**config.mk**
```make
export PLATFORM = sky130hd
export DESIGN_NAME = serial_rx_core
export DESIGN_NICKNAME = d
export VERILOG_FILES = /design/src/rtl/serial_rx_core.sv
export SDC_FILE = /design/constraint.sdc
export NUM_CORES = 1
export LEC_CHECK = 0
export BUFFER_PORTS_ARGS = -buffer_cell sky130_fd_sc_hd__buf_4
export CORE_MARGIN = 2
export CORE_UTILIZATION = 25
export CTS_CLUSTER_DIAMETER = 150
export CTS_CLUSTER_SIZE = 24
export DETAILED_ROUTE_END_ITERATION = 10
export GPL_ROUTABILITY_DRIVEN = 0
export SLEW_MARGIN = 5
export SYNTH_ARGS = -nofsm -noshare
export SYNTH_HDL_FRONTEND = slang
export SYNTH_SLANG_ARGS = --single-unit
```
**constraint.sdc**
```tcl
create_clock -name clk -period 6.53 [get_ports clk]
set_input_delay 0.3265 -clock clk [delete_from_list [all_inputs] [get_ports clk]]
set_output_delay 0.3265 -clock clk [all_outputs]
set_load 0.05 [all_outputs]
```
**src/rtl/serial_rx_core.sv**
```systemverilog
module serial_rx_core #(
  parameter int OSR = 16
) (
  input  logic       clk,
  input  logic       rst_n,
  input  logic       rx_en,
  input  logic       tick16,
  input  logic       rxd,
  input  logic       cfg_len7,
  input  logic       cfg_par_en,
  input  logic       cfg_par_odd,
  input  logic       cfg_two_stop,
  input  logic       cfg_chk_both,
  input  logic       irq_en,
  input  logic       stat_rd,
  input  logic       clr_full_wr,
  input  logic       clr_err_wr,
  input  logic       xfer_rd,
  output logic [7:0] rx_data,
  output logic       full,
  output logic       err_ovr,
  output logic       err_frm,
  output logic       err_par,
  output logic       irq_done,
  output logic       irq_err
);
  localparam int CW = $clog2(OSR);
  localparam logic [CW-1:0] MID = CW'(OSR / 2 - 1);
  localparam logic [CW-1:0] LAST = CW'(OSR - 1);

  typedef enum logic [1:0] {IDLE, START, BITS, DONE} st_t;
  st_t st;

  logic [CW-1:0] cnt;
  logic [3:0]    bidx;
  logic [11:0]   sr;
  logic          armed;

  wire [3:0] dlen  = cfg_len7 ? 4'd7 : 4'd8;
  wire [3:0] s1    = dlen + {3'd0, cfg_par_en};
  wire [3:0] nbits = s1 + 4'd1 + {3'd0, cfg_two_stop};
  wire [7:0] dat   = cfg_len7 ? {1'b0, sr[6:0]} : sr[7:0];
  wire       par_bad = cfg_par_en & ((^dat ^ sr[dlen]) != cfg_par_odd);
  wire       frm_bad = ~sr[s1] | (cfg_two_stop & cfg_chk_both & ~sr[s1 + 4'd1]);
  wire       done  = (st == DONE);

  assign irq_done = irq_en & full;
  assign irq_err  = irq_en & (err_ovr | err_frm | err_par);

  always_ff @(posedge clk or negedge rst_n) begin
    if (!rst_n) begin
      st <= IDLE; cnt <= '0; bidx <= '0; sr <= '0; armed <= 1'b0;
      rx_data <= '0; full <= 1'b0;
      err_ovr <= 1'b0; err_frm <= 1'b0; err_par <= 1'b0;
    end else begin
      if (stat_rd) armed <= 1'b1;
      if (clr_full_wr || clr_err_wr) armed <= 1'b0;
      if (clr_full_wr && armed) full <= 1'b0;
      if (clr_err_wr && armed) begin
        err_ovr <= 1'b0; err_frm <= 1'b0; err_par <= 1'b0;
      end
      if (xfer_rd) full <= 1'b0;

      case (st)
        IDLE: if (rx_en && tick16 && !rxd) begin st <= START; cnt <= '0; end
        START: if (tick16) begin
          cnt <= cnt + 1'b1;
          if (cnt == MID) begin
            cnt <= '0; bidx <= '0;
            st <= rxd ? IDLE : BITS;
          end
        end
        BITS: if (tick16) begin
          cnt <= (cnt == LAST) ? '0 : cnt + 1'b1;
          if (cnt == LAST) begin
            sr[bidx] <= rxd;
            bidx <= bidx + 4'd1;
            if (bidx == nbits - 4'd1) st <= DONE;
          end
        end
        default: begin
          st <= IDLE;
          if (full || par_bad || frm_bad) begin
            err_ovr <= err_ovr | full;
            err_par <= err_par | par_bad;
            err_frm <= err_frm | frm_bad;
          end else begin
            rx_data <= dat;
            full <= 1'b1;
          end
        end
      endcase
      if (!rx_en) st <= IDLE;
    end
  end

  a_r1_idle_when_off: assert property (@(posedge clk) disable iff (!rst_n)
    !rx_en |=> st == IDLE);
  a_r4_bad_no_full: assert property (@(posedge clk) disable iff (!rst_n)
    (done && (par_bad || frm_bad)) |=> !$rose(full));
  a_r3_full_from_frame: assert property (@(posedge clk) disable iff (!rst_n)
    $rose(full) |-> $past(done));
  a_r5_len7_msb: assert property (@(posedge clk) disable iff (!rst_n)
    (done && !full && !par_bad && !frm_bad && cfg_len7) |=> !rx_data[7]);
  a_r9_overrun: assert property (@(posedge clk) disable iff (!rst_n)
    (done && full) |=> err_ovr && $stable(rx_data));
endmodule

```
==> impl_metrics.env, run 1 <==
export IMPL_die_width_microns=96.6
export IMPL_first_iter_violations=51
export IMPL_worstSetupPathType="in -> reg"
export IMPL_core_region_area_sq_mm=0.00826
export IMPL_clock_insertion_delay_at_the_later_pin_of_the_skew_report_ns=0.29
export IMPL_critPathCaptureType="flop"
export IMPL_hold_path_class="in -> async"
export IMPL_antenna_diode_count=0
export IMPL_ff_latch_count_synth=35
export IMPL_prevailing_post_synth_register_cell="sky130_fd_sc_hd__dfrtp_1"
export IMPL_final_setup_violation_count=0
export IMPL_final_hold_viol_count=35
export IMPL_globalRoute_totalOverflow=0
export IMPL_yosys_warnings=0
export IMPL_fmaxAchievable_ghz=0.385
export IMPL_detailed_route_drc_error_count=0
export IMPL_synth_nets=235
export IMPL_first_global_vias=1492
export IMPL_startpoint_type="primary input"
export IMPL_detailed_route_via_count=1600
export IMPL_final_max_slew_violation_count=0
export IMPL_syn_to_final_growth_pct=19.2
export IMPL_n_fill_cell=869
export IMPL_drt_antenna_violating_nets=0
export IMPL_timing_clock_skew_ns=0.00409
export IMPL_boundaryPins=29
export IMPL_grt_setup_unrepaired="no"
export IMPL_post_cts_repair_setup_buffers=0
export IMPL_slew_limit_headroom=0.486
export IMPL_critPathArrivalTime_ns=2.77
export IMPL_routed_wirelength_microns=4410
export IMPL_placementRows=33
export IMPL_p_comb_frac=0.229
export IMPL_cts_root_buf="sky130_fd_sc_hd__clkbuf_8"
export IMPL_grt_antenna_before_repair=0
export IMPL_power_per_cell_area_mw_per_mm2=199
export IMPL_finalCriticalPeriod_ns=2.59
export IMPL_floorplan_die_height_microns=96.6
export IMPL_final_util=0.309
export IMPL_grt_max_degree=36
export IMPL_power_share_clock=0.310
export IMPL_reg2reg_to="rx_data[2]"
export IMPL_synth_cell_types=44
export IMPL_reg2reg_start="sr[0]"
export IMPL_post_route_cells_drive_above_1_share=0.283
export IMPL_cts_made_buffers=5
export IMPL_p_int_w=0.000342
export IMPL_syn_area_sq_mm=0.00214
export IMPL_final_seq_area_sq_um=876
export IMPL_tightestPinTransition_ns=0.761
export IMPL_power_leakage_nw=1.16
export IMPL_min_period_over_period=0.397
export IMPL_grt_util_all_layers=0.101
export IMPL_switching_share=0.326
export IMPL_area_of_the_multi_input_gates_sq_mm=0.00120
export IMPL_initial_core_util=0.259
export IMPL_tritoncts_clock_tree="yes"
export IMPL_syn_instance_count=205
export IMPL_power_switching_w=0.000165
export IMPL_maxCapViolCount=0
export IMPL_sequential_area_share_after_synthesis=0.409
export IMPL_pwr_share_seq=0.461
export IMPL_finish_net_count=266
export IMPL_grt_first_pass_wirelength_microns=7290
export IMPL_clk_pin_slew_worst_paths_ns=0.08
export IMPL_h_tree_depth=2
export IMPL_clock_path_buffers=2
export IMPL_total_negative_setup_slack_ns=0
export IMPL_worstRegToRegCells=5
export IMPL_vias_per_cell=4.68
export IMPL_failed_checks="hold timing"
export IMPL_critPathMaxFanout=5
export IMPL_ir_drop_v=0.0000579
export IMPL_port_buffer_count=28
export IMPL_detailed_place_hpwl_microns=3310
export IMPL_synth_top_cells_by_count="sky130_fd_sc_hd__dfrtp_1, sky130_fd_sc_hd__nand2_1, sky130_fd_sc_hd__mux2_2"
export IMPL_postCtsResizedCells=0
export IMPL_setup_reg_to_reg_worst_slack_ns=4.00
export IMPL_postSynthAreaPerCell_sq_um=10.4
export IMPL_wire_per_inst_microns=12.9
export IMPL_synthMostInstantiatedCell="sky130_fd_sc_hd__dfrtp_1"
export IMPL_fp_dieArea_sq_mm=0.00932
export IMPL_synth_largest_area_cell="sky130_fd_sc_hd__dfrtp_1"
export IMPL_synth_top_cells_by_area="sky130_fd_sc_hd__dfrtp_1, sky130_fd_sc_hd__mux2_2, sky130_fd_sc_hd__ha_1"
export IMPL_holdWs_ns=-0.0227
export IMPL_first_pass_iteration_count_of_the_detailed_router=4
export IMPL_clock_sink_count=35
export IMPL_critPathRequiredTime_ns=6.71
export IMPL_share_of_synthesized_registers_carrying_an_async_set_or_reset=1.00
export IMPL_fraction_of_synthesized_cell_area_taken_by_the_top_area_cell_type=0.409
export IMPL_hold_buffers=0
export IMPL_outcome="finished, violations left"
export IMPL_count_of_flip_flops_with_a_built_in_enable_after_synthesis=0
-- metal layers --
| layer | wire (microns) | global-route usage | share of wire |
|---|---|---|---|
| met3 | 208 | 0.0318 | 0.047 |
| met1 | 2110 | 0.136 | 0.48 |
| met2 | 2060 | 0.156 | 0.47 |
| met4 | 41 | 0.0282 | 0.0093 |
| met5 | 0 | 0 | 0 |
-- power groups by stage --
stage | logic, W | clock network (W) | registers, W
final | 0.000116 | 0.000157 | 0.000233
after global routing | 0.000130 | 0.000173 | 0.000235
after CTS | 0.000117 | 0.000162 | 0.000233
after detailed placement | 0.000116 | 0 | 0.000238
after global placement | 0.000114 | 0 | 0.000237
after floorplan | 0.0000738 | 0 | 0.000245
-- registers in the layout, indices dropped and copies added, names as in the netlist --
signal	cells
err_ovr	1
err_frm	1
full	1
armed	1
rx_data	8
st	2
cnt	4
bidx	4
sr	12
err_par	1
-- layout by cell type, fill, tap and decap left out, drive strengths merged, types with 6 or more instances in the layout --
master,synthesis,final
buf,0,28
nor2,6,6
inv,13,13
o21ai,12,12
dfrtp,35,35
nand2b,6,6
mux2,22,22
ha,15,15
xnor2,10,10
nand2,29,29
-- stage by stage --
stage	setup WS, ns	std cells	cell area, sq um	total power, W
floorplan	3.97	205	2140	0.000319
global placement	3.73	334	2470	0.000352
detailed placement	3.63	334	2470	0.000354
CTS	3.93	342	2550	0.000512
global route	3.79	342	2550	0.000539
finish	3.94	342	2550	0.000507
-- logic make-up after synthesis --
logic type	after synthesis	share of synthesized area
compound gates	37	0.127
buf+inv	17	0.0298
mux	26	0.140
flops	35	0.409
fa+ha+maj	15	0.0876
simple gates	60	0.135
xor+xnor	15	0.0718
-- area by class of cell --
type | instances | area share
timing repair buffer | 28 | 0.0824
inverter | 13 | 0.0191
clock inverter | 3 | 0.00588
tap | 105 | 0.0515
clock buffer | 5 | 0.0270
sequential | 35 | 0.343
multi-input combinational | 153 | 0.471
-- worst max-delay path, cell delays in order --
cell	delay, ns
sky130_fd_sc_hd__buf_4	0.11
sky130_fd_sc_hd__inv_1	0.06
sky130_fd_sc_hd__ha_1	0.39
sky130_fd_sc_hd__inv_1	0.07
sky130_fd_sc_hd__ha_1	0.19
sky130_fd_sc_hd__ha_1	0.29
sky130_fd_sc_hd__xor2_1	0.15
sky130_fd_sc_hd__nand4_1	0.11
sky130_fd_sc_hd__o41ai_1	0.64
sky130_fd_sc_hd__a41oi_1	0.20
sky130_fd_sc_hd__a41o_1	0.24
-- worst max-delay path by stage --
stage                  start  endpoint  slack [ns]  depth (start not counted)
floorplan           cfg_len7     st[1]        3.97                         10
global placement    cfg_len7     st[1]        3.73                         11
CTS                 cfg_len7     st[1]        3.93                         11
global route        cfg_len7     st[1]        3.79                         11
finish              cfg_len7     st[1]        3.94                         11
detailed placement  cfg_len7     st[1]        3.63                         11
No activity file was read; power rests on OpenSTA's default activity.
==> run 2, diff against run 1 <==
==> constraint.sdc (replaced) <==
create_clock -name clk -period 2.68 [get_ports clk]
set_input_delay 0.134 -clock clk [delete_from_list [all_inputs] [get_ports clk]]
set_output_delay 0.134 -clock clk [all_outputs]
set_load 0.05 [all_outputs]
==> run 2 against run 1 <==
- the run now ends clean
- die area unchanged
- clock power rose to 3.2 times the previous value
- non-clock buffer count up 7
- final cell count grew 2.0%
- sequential power rose by 140%
- via count grew 0.44%
- worst hold slack improved by 0.14 ns
- largest cell class unchanged
==> impl_metrics.env, run 2 (same netlist as run 1, synthesis figures left out) <==
export IMPL_globalRoute_totalOverflow=0
export IMPL_first_iter_violations=55
export IMPL_cp_cell_sequence="xnor2_1 > xnor2_1 > xnor3_2 > a2111oi_4 > buf_4 > mux2_2"
export IMPL_tritoncts_clock_tree="yes"
export IMPL_post_cts_repair_setup_buffers=0
export IMPL_largest_register="sr"
export IMPL_timing_final_ws_setup_ns=0.336
export IMPL_critical_path_max_stage_delay_ns=0.51
export IMPL_power_leakage_nw=1.21
export IMPL_largest_register_ffs=12
export IMPL_initial_core_util=0.259
export IMPL_critPathMaxFanout=9
export IMPL_worstSetupPathType="reg -> reg"
export IMPL_final_design_area_no_fill_sq_mm=0.00265
export IMPL_syn_to_final_growth_pct=23.5
export IMPL_final_setup_violation_count=0
export IMPL_core_region_area_sq_mm=0.00826
export IMPL_worstRegToRegCells=6
export IMPL_area_of_the_multi_input_gates_sq_mm=0.00120
export IMPL_die_width_microns=96.6
export IMPL_grt_max_degree=36
export IMPL_reg2reg_start="sr[0]"
export IMPL_floorplan_die_height_microns=96.6
export IMPL_critPathArrivalTime_ns=2.52
export IMPL_detailed_route_drc_error_count=0
export IMPL_finalCriticalPeriod_ns=2.34
export IMPL_clock_path_buffers=2
export IMPL_grt_antenna_before_repair=0
export IMPL_power_per_cell_area_mw_per_mm2=515
export IMPL_fp_dieArea_sq_mm=0.00932
export IMPL_holdWs_ns=0.120
export IMPL_grt_setup_unrepaired="no"
export IMPL_cp_depth=6
export IMPL_clock_sink_count=35
export IMPL_finish_net_count=273
export IMPL_final_seq_area_sq_um=876
export IMPL_post_route_cells_drive_above_1_share=0.291
export IMPL_grt_first_pass_wirelength_microns=7460
export IMPL_boundaryPins=29
export IMPL_cts_made_buffers=5
export IMPL_layout_commonest_cell="sky130_fd_sc_hd__dfrtp_1"
export IMPL_path_delay_family="XOR/XNOR gates"
export IMPL_fmaxAchievable_ghz=0.427
export IMPL_ir_drop_v=0.000200
export IMPL_place_ws_ns=0.147
export IMPL_vias_per_cell=4.60
export IMPL_outcome="complete, no violations"
export IMPL_slew_limit_headroom=0.600
export IMPL_total_negative_setup_slack_ns=0
export IMPL_reg2reg_to="rx_data[3]"
export IMPL_final_hold_viol_count=0
export IMPL_final_max_slew_violation_count=0
export IMPL_worst_path_buf_inv=1
export IMPL_tightestPinTransition_ns=0.594
export IMPL_port_buffer_count=28
export IMPL_postCtsResizedCells=0
export IMPL_startpoint_type="flop"
export IMPL_maxCapViolCount=0
export IMPL_cp_slowest_cell="sky130_fd_sc_hd__xnor3_2"
export IMPL_drt_antenna_violating_nets=0
export IMPL_h_tree_depth=2
export IMPL_clk_pin_slew_worst_paths_ns=0.08
export IMPL_n_fill_cell=848
export IMPL_placementRows=33
export IMPL_post_dp_cell_area_sq_mm=0.00250
export IMPL_routed_wirelength_microns=4460
export IMPL_wire_per_inst_microns=12.8
export IMPL_layout_top_registers="sr: 12 flops, rx_data: 8 flops"
export IMPL_critPathRequiredTime_ns=2.86
export IMPL_first_global_vias=1588
export IMPL_layout_cells_most_common_list="sky130_fd_sc_hd__dfrtp_1, sky130_fd_sc_hd__buf_4, sky130_fd_sc_hd__nand2_1, sky130_fd_sc_hd__mux2_2, sky130_fd_sc_hd__ha_1"
export IMPL_critPathCaptureType="flop"
export IMPL_min_period_over_period=0.875
export IMPL_hold_path_class="in -> reg"
export IMPL_setup_worst_path_start="sr[0]"
export IMPL_timing_clock_skew_ns=0.00554
export IMPL_first_pass_iteration_count_of_the_detailed_router=4
export IMPL_detailed_place_hpwl_microns=3330
export IMPL_critical_path_endpoint="rx_data[3]"
export IMPL_detailed_route_via_count=1607
export IMPL_cts_root_buf="sky130_fd_sc_hd__clkbuf_8"
export IMPL_antenna_diode_count=0
export IMPL_hold_buffers=3
export IMPL_path_common_cell="sky130_fd_sc_hd__xnor2_1"
export IMPL_clock_insertion_delay_at_the_later_pin_of_the_skew_report_ns=0.29
export IMPL_setup_reg_to_reg_worst_slack_ns=0.34
export IMPL_grt_util_all_layers=0.103
-- run 2: worst min-delay path by stage --
stage | start | to | slack (ns) | cells past startpoint
after floorplan | rst_n | armed | -0.16 | 0
after global placement | rst_n | bidx[0] | 0.13 | 1
after detailed placement | rst_n | bidx[0] | 0.13 | 1
after CTS | rx_en | st[0] | 0.12 | 2
after global routing | rx_en | st[0] | 0.12 | 2
final | rx_en | st[0] | 0.12 | 2
-- run 2: report_power, final --
part           total, W  internal [W]  leakage, nW  switching (W)
combinational  0.000287      0.000111        0.670       0.000176
sequential     0.000569      0.000547        0.482      0.0000223
clock          0.000507      0.000282       0.0587       0.000225
total           0.00136      0.000940         1.21       0.000423
-- run 2: metal layers --
layer / track usage / vias up / routed length [microns]
li1: - / 798 / -
met1: 0.139 / 778 / 2170
met2: 0.160 / 25 / 2060
met3: 0.0334 / 6 / 191
met4: 0.0270 / 0 / 36
met5: 0 / - / 0
-- run 2: area by class of cell --
type	instances	area share
Multi-Input combinational cell	153	0.455
Clock inverter	3	0.0180
Clock buffer	5	0.0260
Inverter	13	0.0184
Timing Repair Buffer	35	0.102
Sequential cell	35	0.331
Tap cell	105	0.0497
-- run 2: stage by stage --
stage / power [W] / util / cells
5_1_grt: 0.00144 / 0.320 / 349
6_report: 0.00136 / 0.320 / 349
3_5_place_dp: 0.000866 / 0.303 / 338
2_1_floorplan: 0.000778 / - / 205
3_3_place_gp: 0.000857 / 0.303 / 338
4_1_cts: 0.00138 / 0.320 / 349
